### config.mk
export PLATFORM = sky130hd
export DESIGN_NAME = i2c_pkt_master
export DESIGN_NICKNAME = d
export VERILOG_FILES = /design/src/rtl/i2c_pkt_master.sv
export SDC_FILE = /design/constraint.sdc
export NUM_CORES = 1
export LEC_CHECK = 0
export BUFFER_PORTS_ARGS = -buffer_cell sky130_fd_sc_hd__buf_4
export CORE_MARGIN = 2
export CORE_UTILIZATION = 40
export DETAILED_ROUTE_END_ITERATION = 12
export RECOVER_POWER = 100
export SYNTH_ARGS = -nofsm -noshare
export SYNTH_HDL_FRONTEND = slang
export SYNTH_SLANG_ARGS = --single-unit
### constraint.sdc
create_clock -name clk -period 1.54 [get_ports clk]
set_clock_uncertainty 0.1 [all_clocks]
set_input_delay 0.308 -clock clk [delete_from_list [all_inputs] [get_ports clk]]
set_output_delay 0.308 -clock clk [all_outputs]
set_load 0.03 [all_outputs]
### src/rtl/i2c_pkt_master.sv
module i2c_pkt_master #(
  parameter int REC_PULSES = 9
) (
  input  logic        clk,
  input  logic        rst_n,
  input  logic        phase_tick,
  input  logic        cmd_we,
  input  logic [15:0] cmd_word,
  input  logic        buf_we,
  input  logic [7:0]  buf_wdata,
  output logic [7:0]  buf_rdata,
  input  logic        sts_clr_we,
  input  logic [3:0]  sts_clr_mask,
  output logic        sts_done,
  output logic        sts_nak,
  output logic        sts_rec_ok,
  output logic        sts_rec_fail,
  output logic        bus_busy,
  output logic        engine_busy,
  output logic        scl_level,
  output logic        sda_level,
  input  logic        scl_i,
  input  logic        sda_i,
  output logic        scl_drive_low,
  output logic        sda_drive_low
);
  localparam logic [2:0] S_IDLE = 3'd0, S_START = 3'd1, S_BIT = 3'd2,
                         S_ACK = 3'd3, S_STOP = 3'd4, S_REC = 3'd5;
  localparam int RCW = $clog2(REC_PULSES + 1);
  localparam logic [RCW-1:0] RLAST = RCW'(REC_PULSES - 1);

  logic [2:0] st, nxt, first;
  logic [1:0] ph;
  logic [2:0] bitn;
  logic [7:0] shreg, dbuf;
  logic       samp, in_addr, nak, bb;
  logic       c_tx, c_rx, c_last, c_stop, c_rec;
  logic [RCW-1:0] rcnt;
  logic       scl_q, sda_q;

  wire accept = cmd_we && cmd_word[15] && st == S_IDLE;
  wire adv    = phase_tick && st != S_IDLE;
  wire endph  = adv && ph == 2'd3;
  wire [2:0] tail = c_stop ? S_STOP : S_IDLE;

  wire f_start = cmd_word[7], f_tx = cmd_word[8], f_rx = cmd_word[9];
  wire f_stop = cmd_word[11], f_rec = cmd_word[12];

  always_comb begin
    if (f_rec)             first = S_REC;
    else if (f_start)      first = S_START;
    else if (f_tx || f_rx) first = S_BIT;
    else if (f_stop)       first = S_STOP;
    else                   first = S_IDLE;
  end

  always_comb begin
    nxt = S_IDLE;
    case (st)
      S_START: nxt = S_BIT;
      S_BIT:   nxt = (bitn == 3'd7) ? S_ACK : S_BIT;
      S_ACK:   if (in_addr && !nak && (c_tx || c_rx)) nxt = S_BIT;
               else nxt = tail;
      S_STOP:  nxt = S_IDLE;
      S_REC:   if (samp) nxt = S_STOP;
               else if (rcnt == RLAST) nxt = S_IDLE;
               else nxt = S_REC;
      default: nxt = S_IDLE;
    endcase
  end

  wire fin_pkt  = (accept && first == S_IDLE) || (endph && nxt == S_IDLE && !c_rec);
  wire fin_nak  = endph && nxt == S_IDLE && !c_rec && nak;
  wire fin_rok  = endph && st == S_STOP && c_rec;
  wire fin_rbad = endph && st == S_REC && nxt == S_IDLE;

  always_ff @(posedge clk or negedge rst_n) begin
    if (!rst_n) begin
      scl_q <= 1'b1;
      sda_q <= 1'b1;
    end else begin
      scl_q <= scl_i;
      sda_q <= sda_i;
    end
  end

  always_ff @(posedge clk or negedge rst_n) begin
    if (!rst_n) begin
      st <= S_IDLE; ph <= '0; bitn <= '0; shreg <= '0; dbuf <= '0;
      samp <= 1'b1; in_addr <= 1'b0; nak <= 1'b0; bb <= 1'b0;
      c_tx <= 1'b0; c_rx <= 1'b0; c_last <= 1'b0; c_stop <= 1'b0; c_rec <= 1'b0;
      rcnt <= '0;
    end else begin
      if (buf_we) dbuf <= buf_wdata;
      if (accept) begin
        st <= first; ph <= '0; bitn <= '0; nak <= 1'b0; rcnt <= '0;
        c_tx <= f_tx; c_rx <= f_rx; c_last <= cmd_word[10];
        c_stop <= f_stop; c_rec <= f_rec; in_addr <= f_start;
        shreg <= f_start ? {cmd_word[6:0], f_rx} : dbuf;
      end else if (adv) begin
        ph <= ph + 2'd1;
        if (ph == 2'd2) begin
          samp <= sda_q;
          if (st == S_ACK && (in_addr || c_tx) && sda_q) nak <= 1'b1;
        end
        if (ph == 2'd3) begin
          st <= nxt;
          case (st)
            S_START: begin bb <= 1'b1; bitn <= '0; end
            S_BIT:   begin bitn <= bitn + 3'd1; shreg <= {shreg[6:0], samp}; end
            S_ACK: begin
              bitn <= '0;
              if (in_addr) begin
                in_addr <= 1'b0;
                if (nxt == S_BIT && c_tx) shreg <= dbuf;
              end else if (c_rx) dbuf <= shreg;
            end
            S_STOP:  bb <= 1'b0;
            S_REC:   rcnt <= rcnt + 1'b1;
            default: ;
          endcase
        end
      end
    end
  end

  always_ff @(posedge clk or negedge rst_n) begin
    if (!rst_n) begin
      sts_done <= 1'b0; sts_nak <= 1'b0; sts_rec_ok <= 1'b0; sts_rec_fail <= 1'b0;
    end else begin
      if (fin_pkt) sts_done <= 1'b1;
      else if (sts_clr_we && sts_clr_mask[0]) sts_done <= 1'b0;
      if (fin_nak) sts_nak <= 1'b1;
      else if (sts_clr_we && sts_clr_mask[1]) sts_nak <= 1'b0;
      if (fin_rok) sts_rec_ok <= 1'b1;
      else if (sts_clr_we && sts_clr_mask[2]) sts_rec_ok <= 1'b0;
      if (fin_rbad) sts_rec_fail <= 1'b1;
      else if (sts_clr_we && sts_clr_mask[3]) sts_rec_fail <= 1'b0;
    end
  end

  always_comb begin
    scl_drive_low = 1'b0;
    sda_drive_low = 1'b0;
    case (st)
      S_IDLE:  scl_drive_low = bb;
      S_START: begin
        scl_drive_low = (ph == 2'd0) || (ph == 2'd3);
        sda_drive_low = ph[1];
      end
      S_BIT: begin
        scl_drive_low = (ph == 2'd0) || (ph == 2'd3);
        sda_drive_low = (in_addr || c_tx) && !shreg[7];
      end
      S_ACK: begin
        scl_drive_low = (ph == 2'd0) || (ph == 2'd3);
        sda_drive_low = !in_addr && c_rx && !c_last;
      end
      S_STOP: begin
        scl_drive_low = ph == 2'd0;
        sda_drive_low = !ph[1];
      end
      S_REC:   scl_drive_low = ph == 2'd0;
      default: ;
    endcase
  end

  assign buf_rdata   = dbuf;
  assign bus_busy    = bb;
  assign engine_busy = st != S_IDLE;
  assign scl_level   = scl_q;
  assign sda_level   = sda_q;
endmodule

* Word-level counts from Yosys, hierarchy flattened *
Cells that the tools add are included.

word-level totals
  register bits after elaboration = 43
  bits of input ports = 36

operators by class
  equality and inequality tests = 12
  reductions and logical operators = 64
  $add $sub $neg = 3
  bitwise operators = 1
  mux-type cells = 56

operators by type and width
  kind                                            number
  two-way mux 8 bit                               13
  two-way mux 3 bit                               14
  logical AND 1 bit                               24
  nonzero test 2 bit                              11
  two-way mux 1 bit                               17
  two-way mux 4 bit                               4
  one-hot mux 8 bit (2 select lines)              1
  AND reduction 3 bit                             5
  one-hot mux 3 bit (4 select lines)              1
  == test 3 x 2 -> 1 bit (second input constant)  3
  == test 3 bit (second input constant)           3
  logical NOT 3 bit                               3
  nonzero test 3 bit                              3
  logical NOT 1 bit                               6
  one-hot mux 3 bit (2 select lines)              1
  logical OR 1 bit                                5
  AND reduction 5 bit                             1
  adder 4 x 1 -> 4 bit (second input constant)    1
  == test 2 bit (second input constant)           2
  == test 4 bit (second input constant)           1
  two-way mux 2 bit                               2
  one-hot mux 1 bit (4 select lines)              1
  AND reduction 4 bit                             1
  OR reduction 2 bit                              2
  11 further kinds                                11

* Longest topological paths before layout *
  depth in word-level cells = 13
  gate-level depth with buffers = 6

* Least setup slack after synthesis *
No wires, ideal clock.

  kind = register to output
  start point = reg ph[1]
  end point = out scl_drive_low
  setup slack = -0.421 ns
  arrival = 1.553 ns
  cell stages (with the launch flop) = 4
  buffers on the path = 0
  data required time = 1.132 ns
  cell sequence = dfrtp_1 > inv_1 > ha_1 > o32ai_1

on the way
  word-level cells in the longest chain between the ends = 3
  elaborated cells on any way between the ends = 4
  classes of those cells = eq/ne: 1; mux: 1; reduce/logical: 2

RTL lines
  what                                                line           source
  start: declaration                                  33             logic [1:0] ph;
  start signal: assignment                            101            ph <= ph + 2'd1;
  == test 2 bit or logical NOT 2 bit (tied branches)  148, 152, 156
  logical OR 1 bit                                    148, 152, 156
  one-hot mux 1 bit (3 select lines) (*)              145            case (st)
  end: declaration                                    24             output logic scl_drive_low,

Every way passes the cells marked *; elsewhere a longest branch is shown, timed or not.

* Worst setup path in the final report *
  start point = reg st[1]
  end point = reg bitn[0]

on the way
  word-level cells in the longest chain between the ends = 6
  elaborated cells on any way between the ends = 16
  classes of those cells = eq/ne: 3; mux: 4; reduce/logical: 9

RTL lines
  what                                                              line  source
  start: declaration                                                32    logic [2:0] st, nxt, first;
  start signal: assignment                                          107   st <= nxt;
  == test 3 x 2 -> 1 bit or == test 3 x 1 -> 1 bit (tied branches)  108   case (st)
  OR reduction 2 bit (no source line)                               -
  one-hot mux 3 bit (2 select lines)                                108
  two-way mux 3 bit                                                 106   if (ph == 2'd3) begin
  two-way mux 3 bit                                                 100   end else if (adv) begin
  two-way mux 3 bit                                                 95    if (accept) begin
  end signal: assignment                                            110   S_BIT: begin bitn <= bitn + 3'd1; shreg <= {shreg[6:0], samp}; end
  end: declaration                                                  34    logic [2:0] bitn;

Parallel ways exist; a longest one is shown, timed or not. The select of a mux whose other input is x is not followed.
A chain may end at the register's enable or synchronous reset.

==> impl_metrics.csv <==
group,metric,value,unit
route,drc_errors,0,
worst_hold_path,whs_path_depth,3,
logic_synthesis,ys_warn_count,0,
critical_path,reg2reg_from,"st[1]",
floorplanning,row_count,28,
clock_tree,root_buffer,"clkbuf_8",
logic_synthesis,synth_edf_count,0,
clock_tree,cts_made_buffers,5,
cells_and_area,drive_gt1_share,56.77,%
cells_and_area,area_delta_synth_final,68.45,%
clock_tree,cts_max_path_buffers,2,
logic_synthesis,ys_seq_elements,43,
timing,setup_ws,-327.0,ps
critical_path,end_kind,"flip-flop",
logic_synthesis,avgSynthCellArea,9.252,sq um
route,via_per_inst,5.521,
timing,slew-limit-headroom,58.74,%
cells_and_area,postLayoutCellArea,4068,sq um
grt,grtUsageTotal,23.44,%
timing,hold_violations,0,
critical_path,cp_common_cell,"buf_6",
grt,grt-ovfl-total,0,
critical_path,path_cells,"buf_6 -> nor3_4 -> buf_6 -> buf_6 -> nand3_4 -> buf_12 -> o211ai_1 -> o41ai_1",
grt,grt_start_max_net_pins,44,
route,ant_nets,0,
critical_path,crit_slowest_cell,"dfrtp_2",
critical_path,critical_path_class,"reg -> reg",
placement,portBuffers,51,
timing,setup_viol_count_final,42,
critical_path,crit_family,"buffers and inverters",
timing,fin_setup_tns,-8924,ps
floorplanning,fp.dieW,81.70,microns
grt,grt_pass1_vias,2400,
route,detail_route.iter0.violations,143,
critical_path,required,1610,ps
logic_synthesis,netlist_instances,261,
critical_path,cp_slowest_stage_delay,480,ps
cells_and_area,nFillCells,446,
route,routed_wirelength,7910,microns
critical_path,startpoint,"st[1]",
floorplanning,coreArea,5886,sq um
clock_tree,htreeDepth,2,
cells_and_area,layoutNonFillerInstCount,459,
logic_synthesis,synthArstFlopShare,100.0,%
timing,timing.final.crit_share,121.2,%
cells_and_area,layout.area.seq,1085,sq um
logic_synthesis,synth_ff_type,"dfrtp_1",
clock_tree,cts.sinks,43,
placement,placed_area,3287,sq um
timing,drv_slew,0,
timing,tightestPinTransition,618.9,ps
timing,rsz0062_at_grt,"yes",
placement,gp_congestion,0.7790,
floorplanning,die_area,6675,sq um
critical_path,path_buf_inv,4,
power,vdd_drop_max,0.8783,mV
clock_tree,path_clk_slew,80,ps
critical_path,path_depth,8,
route,wl_per_cell,17.23,microns
logic_synthesis,synth.yosys.seq_area_share,44.72,%
placement,place_inst,422,
route,drt-pass1-iter-count,4,
power,power_leakage,1.897,nW
cells_and_area,fin_nets,426,
worst_hold_path,hp-start,"cmd_word[10]",
cells_and_area,diodes,0,
cells_and_area,mostFrequentLayoutCells,"80 x buf_4, 36 x dfrtp_1, 31 x nand2_1",
run_status,violations,"negative setup slack",
flow_run,max_cap_violations,0,
worst_hold_path,hold_path.class,"in -> reg",
placement,dpl.hpwl,4755,microns
run_status,status,"finished with violations",
logic_synthesis,synth.cell_area,2415,sq um
floorplanning,start_util,41.03,%
timing,finalCriticalPeriod,1867,ps
clock_tree,cts_tree,"done",
critical_path,critPathMaxFanout,6,
cells_and_area,final_common_cell,"buf_4",
critical_path,reg2reg_slack,-330,ps
power,finalPower,0.006884,W
cells_and_area,multi_input_comb_area,1640,sq um
logic_synthesis,yosys.cell_types.count,45,
critical_path,worst_r2r_path_depth,8,
timing,max_freq,0.5356,GHz
critical_path,cp-start-kind,"flip-flop",
route,vias,2534,
floorplanning,dieHeight,81.70,microns
grt,grt_pass1_wl,11850,microns
critical_path,crit_arrival,1940,ps
floorplanning,pin_count,54,
logic_synthesis,syn-num-nets,304,
power,power_density,1692,nW/um^2
placement,dpl_worst_slack,-142.5,ps
grt,antenna_found_initial,0,
clock_tree,insertion_delay,310,ps
[flip-flops by register name (all words and copies together) (netlist names), 2 cells and up]
signal     count
bitn           3
buf_rdata      8
ph             2
rcnt           4
shreg          8
st             3
[layout make-up]
type | count | share of cell area [%]
multi-input cells | 194 | 40.33
repair buffers | 130 | 27.65
flip-flops and latches | 43 | 26.67
well taps | 75 | 2.307
clock buffers | 6 | 1.784
inverters | 9 | 0.9536
clock inverters | 2 | 0.3076
[report_power, final]
part | switching [W] | leakage [nW] | total (W) | internal [W]
Combinational | 0.00197 | 1.33 | 0.00420 | 0.00223
Clock | 0.000416 | 0.0412 | 0.000734 | 0.000318
Sequential | 0.000438 | 0.523 | 0.00195 | 0.00151
Total | 0.00283 | 1.90 | 0.00688 | 0.00406
[metal layers]
metal  wire length [microns]  part of all wire, %  global-route usage, %  up-vias
met3                     287                  3.6                  3.626       14
met5                       0                    0                      0        -
met2                    4087                   52                  41.15       74
met4                     159                  2.0                  6.667        0
li1                        -                    -                      -     1189
met1                    3376                   43                  29.91     1257
[stage by stage]
| stage | utilization, % | hold WS [ps] |
|---|---|---|
| after floorplan | - | -87.59 |
| after detailed placement | 55.85 | 239.6 |
| after global placement | 55.85 | 240.7 |
| final | 69.11 | 123.1 |
| after CTS | 65.35 | 3.039 |
| after global routing | 69.11 | 132.8 |
[worst paths after layout]
path	end
max	bitn[0]
min	c_last
max reg2reg	bitn[0]
min reg2reg	sts_rec_fail
max in group asynchronous	st[2]
min in group asynchronous	bitn[2]
[kinds of logic after synthesis]
kind of cell               share of synthesized area [%]
DFF                                                44.72
adders and majority gates                          3.627
xor gates and xnor gates                           1.088
and+or+nand+nor                                    18.76
buffers and inverters                              4.508
muxes                                              7.098
AOI/OAI and AO/OA                                  20.21
[timing repair]
action                     in CTS  in global routing
setup endpoints to repair      38                 43
pin swaps                      38                 30
setup buffers                  19                  7
gates resized for setup        84                 50
gates cloned                    1                  1
hold endpoints to repair       40                  2
hold buffers                    1                  2
[worst min-delay path, stage by stage]
cell	delay (ps)
buf_4	90
nand2_4	40
nand2_2	50
[synth_stat cells, types with 5 or more instances]
master	n	share of area [%]
inv_1	9	1.4
dfrtp_1	40	41
o21ai_0	24	5.0
nand3_1	7	1.5
clkbuf_1	6	0.93
nand2_1	51	7.9
a22o_1	8	2.9
nor2_1	12	1.9
o211ai_1	5	1.6
mux2i_1	16	6.6
ha_1	7	3.6
a21oi_1	18	3.7
buf_2	6	1.2
Power figures use the tool's default switching activity.
